[src/rtl/usb_rx_pkg.sv]
package usb_rx_pkg;

    typedef enum logic [1:0] {
        RX_HUNT  = 2'd0,
        RX_BUSY  = 2'd1,
        RX_DRAIN = 2'd2
    } rx_phase_e;

    typedef enum logic [1:0] {
        LS_SE0 = 2'b00,
        LS_J   = 2'b01,
        LS_K   = 2'b10,
        LS_SE1 = 2'b11
    } line_code_e;

    localparam logic [1:0] OPM_RAW = 2'b10;

endpackage

[src/rtl/usb_rx_nrzi.sv]
module usb_rx_nrzi (
    input  logic clk,
    input  logic rst_n,
    input  logic bit_en,
    input  logic line_dp,
    input  logic line_dm,
    output logic nrz_bit,
    output logic raw_bit,
    output logic is_se0,
    output logic is_se1
);
    logic prev_d, prev_q;

    always_comb begin
        is_se0  = !line_dp && !line_dm;
        is_se1  = line_dp && line_dm;
        nrz_bit = (line_dp == prev_q);
        raw_bit = line_dp;
        prev_d  = prev_q;
        if (bit_en) begin
            // single-ended symbols leave the reference at idle (J)
            prev_d = (is_se0 || is_se1) ? 1'b1 : line_dp;
        end
    end

    always_ff @(posedge clk or negedge rst_n) begin
        if (!rst_n) prev_q <= 1'b1;
        else        prev_q <= prev_d;
    end

endmodule

[src/rtl/usb_rx_sync_det.sv]
module usb_rx_sync_det #(
    parameter int SYNC_ZEROS = 2
) (
    input  logic clk,
    input  logic rst_n,
    input  logic hunt,
    input  logic bit_stb,
    input  logic nrz_bit,
    input  logic line_bad,
    output logic sop
);
    localparam int ZW = $clog2(SYNC_ZEROS + 1);

    logic [ZW-1:0] zeros_d, zeros_q;

    always_comb begin
        sop     = 1'b0;
        zeros_d = zeros_q;
        if (!hunt) begin
            zeros_d = '0;
        end else if (bit_stb) begin
            if (line_bad) begin
                zeros_d = '0;
            end else if (!nrz_bit) begin
                if (zeros_q != ZW'(SYNC_ZEROS)) zeros_d = zeros_q + ZW'(1);
            end else begin
                sop     = (zeros_q == ZW'(SYNC_ZEROS));
                zeros_d = '0;
            end
        end
    end

    always_ff @(posedge clk or negedge rst_n) begin
        if (!rst_n) zeros_q <= '0;
        else        zeros_q <= zeros_d;
    end

endmodule

[src/rtl/usb_rx_packer.sv]
module usb_rx_packer
    import usb_rx_pkg::*;
#(
    parameter int DATA_W      = 8,
    parameter int STUFF_LIMIT = 6
) (
    input  logic              clk,
    input  logic              rst_n,
    input  logic              raw_mode,
    input  logic              bit_stb,
    input  logic              nrz_bit,
    input  logic              raw_bit,
    input  logic              is_se0,
    input  logic              is_se1,
    input  logic              sop,
    output logic              hunt,
    output logic [DATA_W-1:0] rx_data,
    output logic              rx_valid,
    output logic              rx_active,
    output logic              rx_error
);
    localparam int BCNT_W = $clog2(DATA_W);
    localparam int ONES_W = $clog2(STUFF_LIMIT + 1);

    typedef struct packed {
        rx_phase_e         phase;
        logic [DATA_W-1:0] shift;
        logic [BCNT_W-1:0] bcnt;
        logic [ONES_W-1:0] ones;
        logic [DATA_W-1:0] data;
        logic              valid;
        logic              active;
        logic              error;
    } pk_state_t;

    pk_state_t q, d;
    logic      b;

    always_comb begin
        d       = q;
        d.valid = 1'b0;
        d.error = 1'b0;
        b       = raw_mode ? raw_bit : nrz_bit;
        unique case (q.phase)
            RX_HUNT: begin
                if (sop) begin
                    d.phase  = RX_BUSY;
                    d.active = 1'b1;
                    d.ones   = ONES_W'(1);
                    d.bcnt   = '0;
                end
            end
            RX_BUSY: begin
                if (bit_stb) begin
                    if (is_se0) begin
                        d.phase  = RX_HUNT;
                        d.active = 1'b0;
                        d.error  = (q.bcnt != '0);
                    end else if (is_se1) begin
                        d.phase  = RX_DRAIN;
                        d.active = 1'b0;
                        d.error  = 1'b1;
                    end else if (!raw_mode && q.ones == ONES_W'(STUFF_LIMIT)) begin
                        if (b) begin
                            d.phase  = RX_DRAIN;
                            d.active = 1'b0;
                            d.error  = 1'b1;
                        end else begin
                            d.ones = '0;
                        end
                    end else begin
                        d.shift = {b, q.shift[DATA_W-1:1]};
                        d.ones  = (b && !raw_mode) ? q.ones + ONES_W'(1) : '0;
                        if (q.bcnt == BCNT_W'(DATA_W - 1)) begin
                            d.data  = {b, q.shift[DATA_W-1:1]};
                            d.valid = 1'b1;
                            d.bcnt  = '0;
                        end else begin
                            d.bcnt = q.bcnt + BCNT_W'(1);
                        end
                    end
                end
            end
            default: begin
                if (bit_stb && is_se0) d.phase = RX_HUNT;
            end
        endcase
    end

    always_ff @(posedge clk or negedge rst_n) begin
        if (!rst_n) begin
            q       <= '0;
            q.phase <= RX_HUNT;
        end else begin
            q <= d;
        end
    end

    assign hunt      = (q.phase == RX_HUNT);
    assign rx_data   = q.data;
    assign rx_valid  = q.valid;
    assign rx_active = q.active;
    assign rx_error  = q.error;

endmodule

[src/rtl/usb_rx_linestate.sv]
module usb_rx_linestate
    import usb_rx_pkg::*;
(
    input  logic       clk,
    input  logic       rst_n,
    input  logic       suspend,
    input  logic       line_dp,
    input  logic       line_dm,
    output logic [1:0] line_state
);
    logic [1:0] ls_d, ls_q;

    always_comb begin
        ls_d       = {line_dm, line_dp};
        line_state = suspend ? ls_d : ls_q;
    end

    always_ff @(posedge clk or negedge rst_n) begin
        if (!rst_n) ls_q <= LS_SE0;
        else        ls_q <= ls_d;
    end

endmodule

[src/rtl/usb_rx_deser.sv]
module usb_rx_deser
    import usb_rx_pkg::*;
#(
    parameter int DATA_W      = 8,
    parameter int STUFF_LIMIT = 6,
    parameter int SYNC_ZEROS  = 2
) (
    input  logic              clk,
    input  logic              rst_n,
    input  logic              bit_en,
    input  logic              line_dp,
    input  logic              line_dm,
    input  logic              suspend,
    input  logic [1:0]        opmode,
    output logic [DATA_W-1:0] rx_data,
    output logic              rx_active,
    output logic              rx_valid,
    output logic              rx_error,
    output logic [1:0]        line_state
);
    logic nrz_bit, raw_bit, is_se0, is_se1;
    logic hunt, sop, raw_mode;

    assign raw_mode = (opmode == OPM_RAW);

    usb_rx_nrzi u_nrzi (
        .clk     (clk),
        .rst_n   (rst_n),
        .bit_en  (bit_en),
        .line_dp (line_dp),
        .line_dm (line_dm),
        .nrz_bit (nrz_bit),
        .raw_bit (raw_bit),
        .is_se0  (is_se0),
        .is_se1  (is_se1)
    );

    usb_rx_sync_det #(.SYNC_ZEROS(SYNC_ZEROS)) u_sync (
        .clk      (clk),
        .rst_n    (rst_n),
        .hunt     (hunt),
        .bit_stb  (bit_en),
        .nrz_bit  (nrz_bit),
        .line_bad (is_se0 || is_se1),
        .sop      (sop)
    );

    usb_rx_packer #(.DATA_W(DATA_W), .STUFF_LIMIT(STUFF_LIMIT)) u_pack (
        .clk       (clk),
        .rst_n     (rst_n),
        .raw_mode  (raw_mode),
        .bit_stb   (bit_en),
        .nrz_bit   (nrz_bit),
        .raw_bit   (raw_bit),
        .is_se0    (is_se0),
        .is_se1    (is_se1),
        .sop       (sop),
        .hunt      (hunt),
        .rx_data   (rx_data),
        .rx_valid  (rx_valid),
        .rx_active (rx_active),
        .rx_error  (rx_error)
    );

    usb_rx_linestate u_ls (
        .clk        (clk),
        .rst_n      (rst_n),
        .suspend    (suspend),
        .line_dp    (line_dp),
        .line_dm    (line_dm),
        .line_state (line_state)
    );

endmodule

[config.mk]
export PLATFORM = sky130hd
export DESIGN_NAME = usb_rx_deser
export DESIGN_NICKNAME = d
export VERILOG_FILES = /design/src/rtl/usb_rx_pkg.sv /design/src/rtl/usb_rx_nrzi.sv /design/src/rtl/usb_rx_sync_det.sv /design/src/rtl/usb_rx_packer.sv /design/src/rtl/usb_rx_linestate.sv /design/src/rtl/usb_rx_deser.sv
export SDC_FILE = /design/constraint.sdc
export NUM_CORES = 1
export LEC_CHECK = 0
export CAP_MARGIN = 5
export CORE_AREA = 2 2 58 60
export CTS_CLUSTER_SIZE = 30
export DETAILED_ROUTE_END_ITERATION = 8
export DIE_AREA = 0 0 60 62
export PLACE_DENSITY = 0.78
export SETUP_SLACK_MARGIN = 0.1
export SYNTH_ARGS = -nofsm -noshare
export SYNTH_HDL_FRONTEND = slang
export SYNTH_SLANG_ARGS = --single-unit
[constraint.sdc]
create_clock -name clk -period 2.47 [get_ports clk]
set_input_delay 0.247 -clock clk [delete_from_list [all_inputs] [get_ports clk]]
set_output_delay 0.247 -clock clk [all_outputs]
set_load 0.02 [all_outputs]
; ---- Word level (Yosys, flattened, before mapping)
; Cells that the tools add are included.
[totals]
ff_bits = 32
latchBits = 0
rom_bits = 0
ram_bits = 0
out_inout_bits = 13
mem_count = 0
[classes]
eq_ne = 17
mux = 39
n_reduce_logical = 20
div_mod_pow = 0
n_lt_le_gt_ge = 0
bitwise = 3
n_mul = 0
n_addsub = 3
shifts = 0
[op_table]
columns = operator, count
row1 = $mux 23, 2
row2 = $mux 2, 16
row3 = $mux 27, 1
row4 = $mux 9, 2
row5 = $reduce_and 6->1, 3
row6 = $reduce_and 5->1, 3
row7 = $ne 2x2->1 const B, 7
row8 = $mux 3, 4
row9 = $pmux 6 s2, 1
row10 = $mux 11, 1
row11 = $mux 1, 9
row12 = $ne 4x2->1 const B, 2
row13 = $add 3x1->3 const B, 2
row14 = $eq 3x3->1 const B, 2
row15 = $mux 6, 1
row16 = $reduce_bool 3->1, 2
row17 = $logic_and 1x1->1, 5
row18 = $eq 2x2->1 const B, 2
row19 = $ne 4x3->1 const B, 1
row20 = $pmux 2 s2, 1
row21 = $logic_not 1->1, 3
row22 = $ne 3x3->1 const B, 1
row23 = $not 1->1, 3
row24 = $add 2x1->2 const B, 1
row25 = other kinds (7), 7

; ---- Depth between registers and ports, before layout
; Gate-level depths: netlist (run 1).
[depth]
depth_word = 9
depth_mapped = 7
ltp_nobuf = 6

; ---- Hierarchy
; Synthesis (run 1) repeated with hierarchy kept, for this count alone.
[hier_totals]
hier_cells = 127
hier_area_um2 = 1549.0
[modules_own_cells]
columns = mod, area_per_inst_um2, cells_per_inst, instances, seq_area_each_um2
row1 = usb_rx_packer, 1252.5, 99, 1, 650.6
row2 = usb_rx_sync_det, 143.9, 14, 1, 50.0
row3 = usb_rx_linestate, 72.6, 4, 1, 50.0
row4 = usb_rx_nrzi, 67.6, 8, 1, 26.3
row5 = usb_rx_deser, 12.5, 2, 1, 0.0

; ---- Worst setup path after synthesis (run 1)
; OpenSTA, ideal clock, no wires.
[synth_path]
kind = reg-to-reg
startpoint = register u_nrzi.prev_q
endpoint = register u_pack.q[11] (netlist bit)
setup_ns = 0.125
path_slack_ns = 0.598
synth_period_minus_slack_ns = 1.872
t_arrival_ns = 1.747
stages_incl_launch_ff = 5
cell_sequence = dfstp_2 > xor2_1 > or4_4 > a221oi_4 > mux2_4
[synth_between]
elab_chain_len = 9
[synth_lines]
columns = item, line
row1 = start: declaration, usb_rx_nrzi.sv:12  ; logic prev_d, prev_q;
row2 = start signal: assignment, usb_rx_nrzi.sv:28  ; else prev_q <= prev_d;
row3 = $eq 1x1->1 *, usb_rx_nrzi.sv:17  ; nrz_bit = (line_dp == prev_q);
row4 = $mux 1, usb_rx_packer.sv:43  ; b = raw_mode ? raw_bit : nrz_bit;
row5 = $logic_and 1x1->1, usb_rx_packer.sv:73  ; d.ones = (b && !raw_mode) ? q.ones + ONES_W'(1) : '0;
row6 = $mux 3, usb_rx_packer.sv:73
row7 = $mux 3, usb_rx_packer.sv:63  ; end else if (!raw_mode && q.ones == ONES_W'(STUFF_LIMIT)) begin
row8 = $mux 23, usb_rx_packer.sv:59  ; end else if (is_se1) begin
row9 = $mux 23, usb_rx_packer.sv:55  ; if (is_se0) begin
row10 = $mux 27, usb_rx_packer.sv:54  ; if (bit_stb) begin
row11 = $pmux 6 s2, usb_rx_packer.sv:44  ; unique case (q.phase)
row12 = end: declaration, usb_rx_packer.sv:36  ; pk_state_t q, d;
; Mark *: on every way between the ends. The rest lies on a longest branch, timed or not. The select of a mux whose other input is x is not followed.
; A chain may end at the register's enable or synchronous reset.

; ---- Worst setup path in the final report (run 1)
[layout_path]
startpoint = input line_dp
endpoint = register u_pack.q[11] (netlist bit)
[layout_between]
elab_chain_len = 9
[layout_lines]
columns = item, line
row1 = start: declaration, usb_rx_deser.sv:11  ; input logic line_dp,
row2 = $eq 1x1->1, usb_rx_nrzi.sv:17
row3 = $mux 1, usb_rx_packer.sv:43
row4 = $logic_and 1x1->1, usb_rx_packer.sv:73
row5 = $mux 3, usb_rx_packer.sv:73
row6 = $mux 3, usb_rx_packer.sv:63
row7 = $mux 23, usb_rx_packer.sv:59
row8 = $mux 23, usb_rx_packer.sv:55
row9 = $mux 27, usb_rx_packer.sv:54
row10 = $pmux 6 s2, usb_rx_packer.sv:44
; Parallel ways exist; a longest one is shown, timed or not. The select of a mux whose other input is x is not followed.

==> results of run 1 <==
[flip-flops by register name, summed over array words and instances (netlist names)]
name              cells
u_nrzi.prev_q         1
u_pack.rx_error       1
u_pack.rx_valid       1
u_pack.rx_data        8
u_pack.q             15
u_sync.zeros_q        2
u_ls.ls_q             2
u_pack.rx_active      1
[how the worst max path moves through the flow]
stage	endpoint	cells past startpoint
floorplan	u_pack.q[11]	4
global placement	u_pack.q[11]	7
detailed placement	u_pack.q[11]	7
CTS	u_pack.q[11]	7
global route	u_pack.q[11]	7
finish	u_pack.q[11]	7
[critical path, delay by kind of cell]
kind	cells	cell delay, ns
adder cells (fa/ha/maj)	1	0.33
AO/OA/AOI/OAI	1	0.31
AND/OR/NAND/NOR	2	0.52
buffers and inverters	2	0.54
multiplexers	1	0.33
[per-layer routing]
| layer | wire length (um) | GRT usage, % | share of wire, % | vias to the layer above |
|---|---|---|---|---|
| met4 | 82 | 9.52 | 3.0 | 0 |
| met2 | 1340 | 28.3 | 50 | 20 |
| li1 | - | - | - | 517 |
| met3 | 89 | 5.59 | 3.3 | 9 |
| met1 | 1190 | 20.5 | 44 | 533 |
| met5 | 0 | 0 | 0 | - |
[layout make-up]
class,instances,share of cell area (%)
flip-flops and latches,31,40.7
multi-input cells,83,36.3
repair buffers,27,13.3
well taps,46,3.02
clock buffers,6,2.69
inverters,11,2.17
clock inverters,2,1.84
[synthesized netlist by cell type]
library cell   n
dfrtp_1       30
mux2_2        16
nand2_1       12
inv_1         11
ha_1           9
buf_4          8
o21ai_0        7
nand2b_1       3
nor2_1         3
nor3_1         3
a22o_1         2
a32oi_1        2
buf_2          2
nor2b_1        2
o211ai_1       2
xnor2_1        2
a211oi_1       1
a21o_2         1
a221oi_4       1
a41o_2         1
clkbuf_1       1
dfstp_2        1
mux2_4         1
nand3_1        1
nand3b_1       1
nand4_1        1
nor3b_1        1
o2111ai_2      1
o21a_1         1
o21bai_1       1
o221ai_1       1
o22ai_1        1
o31a_2         1
o31ai_1        1
o32ai_1        1
or2b_1         1
or4_4          1
xor2_1         1
[stage by stage]
step / instances / power, mW / setup WS (ns)
after floorplan: 136 / 0.885 / 0.598
after global placement: 198 / 0.978 / 0.118
after detailed placement: 198 / 1.00 / 0.0708
after CTS: 206 / 1.42 / 0.429
after global routing: 206 / 1.50 / 0.347
final: 206 / 1.41 / 0.417
[kinds of logic (layout without fill, tap and decap cells)]
group           Yosys count  count (layout)  share of synthesized area, %
compound gates           25              25                          13.3
xor+xnor                  3               3                          1.66
simple gates             29              29                          9.32
flops                    31              31                          49.1
fa+ha+maj                 9               9                          7.11
mux                      17              17                          12.3
buf+inv                  22              46                          7.27
[report_power, final]
part           internal, mW  total (mW)  leakage [nW]  switching [mW]
sequential            0.599       0.688         0.413          0.0888
combinational         0.158       0.303         0.437           0.145
clock                 0.239       0.421        0.0482           0.182
total                 0.996        1.41         0.899           0.416
==> results by group, run 1 <==
Cells and area
  – Core Util, Final: 60.0%
  – Antenna Cells: 0
  – Final instance area: 1910 sq um
  – Final net count: 176
  – Register area: 777 sq um
  – Area delta synth->final: 20.4%
  – Layout cells sized above 1: 24.4%
  – Most frequent cells in the layout: dfrtp_1 (30), clkdlybuf4s50_1 (20), mux2_2 (16), nand2_1 (12), inv_1 (11)
  – Multi-input logic area: 692 sq um
  – Commonest non-fill, non-tap cell in the layout: dfrtp_1
  – Fillers: 262

Critical path
  – Critical path startpoint: line_dp
  – R2R depth: 4
  – Crit Reg-Reg Startpoint: u_nrzi.prev_q
  – Critical path data required time: 2.69 ns
  – CP Data Arrival Time: 2.28 ns
  – Endpoint class of the critical path: flop
  – Reg-to-Reg End: u_pack.q[11]
  – Critical path startpoint category: input port
  – Critical path class: input port to flop
  – Critical Path, Cell by Cell: clkdlybuf4s50_1, inv_1, ha_1, nand2_1, or4_4, a221oi_4, mux2_4
  – CP peak stage delay: 0.47 ns
  – R2R Setup Slk: 0.48 ns
  – Crit path max fanout: 4
  – Slowest-stage cell, CP: clkdlybuf4s50_1

Timing
  – Slew headroom: 61.0%
  – Crit path time final: 2.05 ns
  – Final hold viol count: 0
  – Final setup viols: 0
  – Fin crit share: 83.1%
  – RSZ-0062 raised after global routing: false
  – Setup TNS: 0 ns
  – Worst Tran Pin Value: 0.583 ns
  – Max Slew Vio Count: 0
  – Peak Freq: 0.487 GHz
  – Clock skew: 0.0136 ns
  – WHS: 0.261 ns

Floorplanning
  – Die H: 62 um
  – Core area: 3180 sq um
  – Die ar.: 3720 sq um
  – Initial Utilization: 49.8%
  – Die X: 60 um
  – # rows: 21
  – Boundary Pins: 21

Pwr
  – Pwr/cell area: 740 nW/um^2
  – Worst VDD drop: 0.000483 V
  – Leak: 0.899 nW

Drt
  – Final WL: 2700 um
  – Drt pass-1 iters: 4
  – DRC: 0
  – DR iter-0 viols: 21
  – DR WL/cell: 13.1 um
  – DRT antenna net count: 0
  – Vias/cell: 5.24
  – Via count: 1079

Synth
  – Synth Net Count: 153
  – Mapped cell area: 1580 sq um
  – Top post-synthesis cells by area: dfrtp_1 (47%), mux2_2 (11%), ha_1 (7.1%)
  – Count of cell types in the netlist: 38
  – Register bit total from synthesis: 31
  – Sequential element share of the synthesized area: 49.1%
  – Post-Synthesis Cells: 136
  – Synthesized area per cell: 11.6 sq um
  – Synth top area share: 47.4%
  – Yosys warnings: 0
  – Post-synth top area cell: dfrtp_1

Clocking
  – Post-CTS setup buffers: 0
  – Clk slew on worst S/H paths: 0.11 ns
  – H-tree Lvls: 2
  – CTS Buffer Depth: 2
  – Clock latency on the worst-skew pair: 0.34 ns
  – CTS sink count: 31
  – TritonCTS clock tree: done
  – CTS Root Cell: clkbuf_4
  – CTS Buf Count: 5
  – # resized after CTS: 0
  – Cts hold-fix bufs: 0

GRT
  – Initial antenna violation count: 0
  – Pin count of the biggest net entering global routing: 19
  – First-pass GRT wire length: 4670 um
  – GR Util All Layers: 17.4%
  – GRT overflow: 0
  – Vias in the first global route: 1084

Placement
  – Detailed Place HPWL: 2060 um
  – Port bufs: 20
  – RD Place Congestion: 0.767
  – Placed Instance Area: 1820 sq um

Status
  – Outcome: finished clean

Flow run
  – Max-cap violations: 0

Hold path
  – HP Class: input port to async pin
Note: power is estimated with default switching activity, not from simulation.
==> inputs of run 2 (changes only) <==
Clock period 2.47 ns to 1.9 ns, I/O delays scaled along.
==> results by group, run 2 (synthesis gave the netlist of run 1 again) <==
GRT
  – First-pass GRT wire length: 5240 um
  – Vias in the first global route: 1159
  – GRT overflow: 0
  – Initial antenna violation count: 0
  – Pin count of the biggest net entering global routing: 32
  – GR Util All Layers: 19.8%

Clocking
  – Clk slew on worst S/H paths: 0.11 ns
  – TritonCTS clock tree: done
  – CTS sink count: 31
  – Clock latency on the worst-skew pair: 0.34 ns
  – CTS Buf Count: 5
  – H-tree Lvls: 2
  – Cts hold-fix bufs: 0
  – CTS Buffer Depth: 2
  – CTS Root Cell: clkbuf_4

Cells and area
  – Multi-input logic area: 707 sq um
  – Commonest non-fill, non-tap cell in the layout: dfrtp_1
  – Fillers: 249
  – Register area: 777 sq um
  – Final net count: 194
  – Layout cells sized above 1: 34.3%
  – Number of flip-flops under the largest register name: 15
  – Area delta synth->final: 28.8%
  – Largest reg by FF count: u_pack.q
  – Final std cells w/o fill: 224
  – Most frequent cells in the layout: dfrtp_1 (30), buf_4 (25), clkdlybuf4s50_1 (18), mux2_2 (16)
  – Antenna Cells: 0

Timing
  – Final setup viols: 0
  – Clock skew: 0.0152 ns
  – WHS: 0.235 ns
  – Final hold viol count: 0
  – Crit path time final: 1.90 ns
  – Fin crit share: 99.9%
  – Worst Tran Pin Value: 0.384 ns
  – Slew headroom: 74.4%
  – Peak Freq: 0.527 GHz
  – Max Slew Vio Count: 0
  – RSZ-0062 raised after global routing: true

Drt
  – DRT antenna net count: 0
  – Via count: 1169
  – Vias/cell: 5.22
  – DR WL/cell: 14.5 um
  – DR iter-0 viols: 42
  – Drt pass-1 iters: 4
  – Final WL: 3260 um
  – DRC: 0

Critical path
  – CP Data Arrival Time: 2.13 ns
  – Critical Path, Cell by Cell: inv_1, ha_2, nand2_1, or4_4, a221oi_4, mux2_4
  – Critical path class: flop to flop
  – Endpoint class of the critical path: flop
  – Top delay family on crit path: simple AND/OR/NAND/NOR gates
  – CP peak stage delay: 0.45 ns
  – Slowest-stage cell, CP: or4_4
  – Buffers & Inverters on Critical Path: 1
  – Critical path data required time: 2.13 ns
  – Critical path startpoint category: flop
  – Crit path max fanout: 3

Status
  – Outcome: finished clean

Pwr
  – Design Power: 1.85 mW
  – Pwr/cell area: 905 nW/um^2
  – Leak: 0.978 nW
  – Worst VDD drop: 0.000675 V

Floorplanning
  – Die ar.: 3720 sq um
  – Core area: 3180 sq um
  – # rows: 21
  – Die H: 62 um
  – Initial Utilization: 49.8%
  – Die X: 60 um
  – Boundary Pins: 21

Placement
  – RD Place Congestion: 0.842
  – Detailed Place HPWL: 2320 um
  – Port bufs: 20
  – Placed insts: 212

Flow run
  – Max-cap violations: 0

Hold path
  – HP Class: input port to async pin
## run 2: cell types whose count changed in the layout (fill, tap and decap cells not counted), moves of 2 or more
cell	before	now
ha_2	0	2
dlygate4sd2_1	0	2
ha_1	9	7
buf_4	7	25
clkdlybuf4s50_1	20	18
## run 2: path summary, 6_finish.rpt
kind	from	endpoint	slack, ns	depth (start not counted)
worst max-delay path	u_sync.zeros_q[0]	u_pack.q[11]	0.002	6
worst min-delay path	rst_n	u_pack.q[25]	0.24	2
worst max register to register	u_sync.zeros_q[0]	u_pack.q[11]	0.002	6
worst min register to register	u_pack.q[18]	u_pack.q[18]	0.51	1
max in group asynchronous	rst_n	u_nrzi.prev_q	1.35	2
min in group clk	line_dp	u_ls.ls_q[0]	0.26	2
## run 2: final cells by class
type / count / area share, %
sequential: 31 / 38.1
tap: 46 / 2.82
timing repair buffer: 45 / 18.9
multi-input combinational: 83 / 34.6
clock buffer: 7 / 3.19
clock inverter: 1 / 0.368
inverter: 11 / 2.02
## run 2: stage by stage
step	utilization [%]	setup WS, ns	TNS (ns)	cell area, sq um
floorplan	-	0.0276	0	1580
global placement	60.6	-0.309	-2.99	1930
detailed placement	60.6	-0.344	-3.38	1930
CTS	63.1	0.0136	0	2010
global route	64.2	-0.0187	-0.0187	2040
finish	64.2	0.00248	0	2040
## run 2: timing repair
item,in CTS,in global routing
setup endpoints to repair,2,18
pin swaps,1,2
gates resized for setup,4,2
setup buffers,0,4
## run 2: metal layers
layer  vias to the layer above  share of wire (%)  GRT usage (%)
met2                        23                 53           33.4
met5                         -                  0              0
met1                       590                 42           23.4
met3                         7                3.1           6.42
met4                         0                1.8           7.94
li1                        549                  -              -
## run 2: report_power, final
group	switching [mW]	leakage [nW]	internal, mW	total (mW)
combinational	0.239	0.527	0.271	0.510
sequential	0.106	0.413	0.779	0.885
clock	0.236	0.0375	0.216	0.452
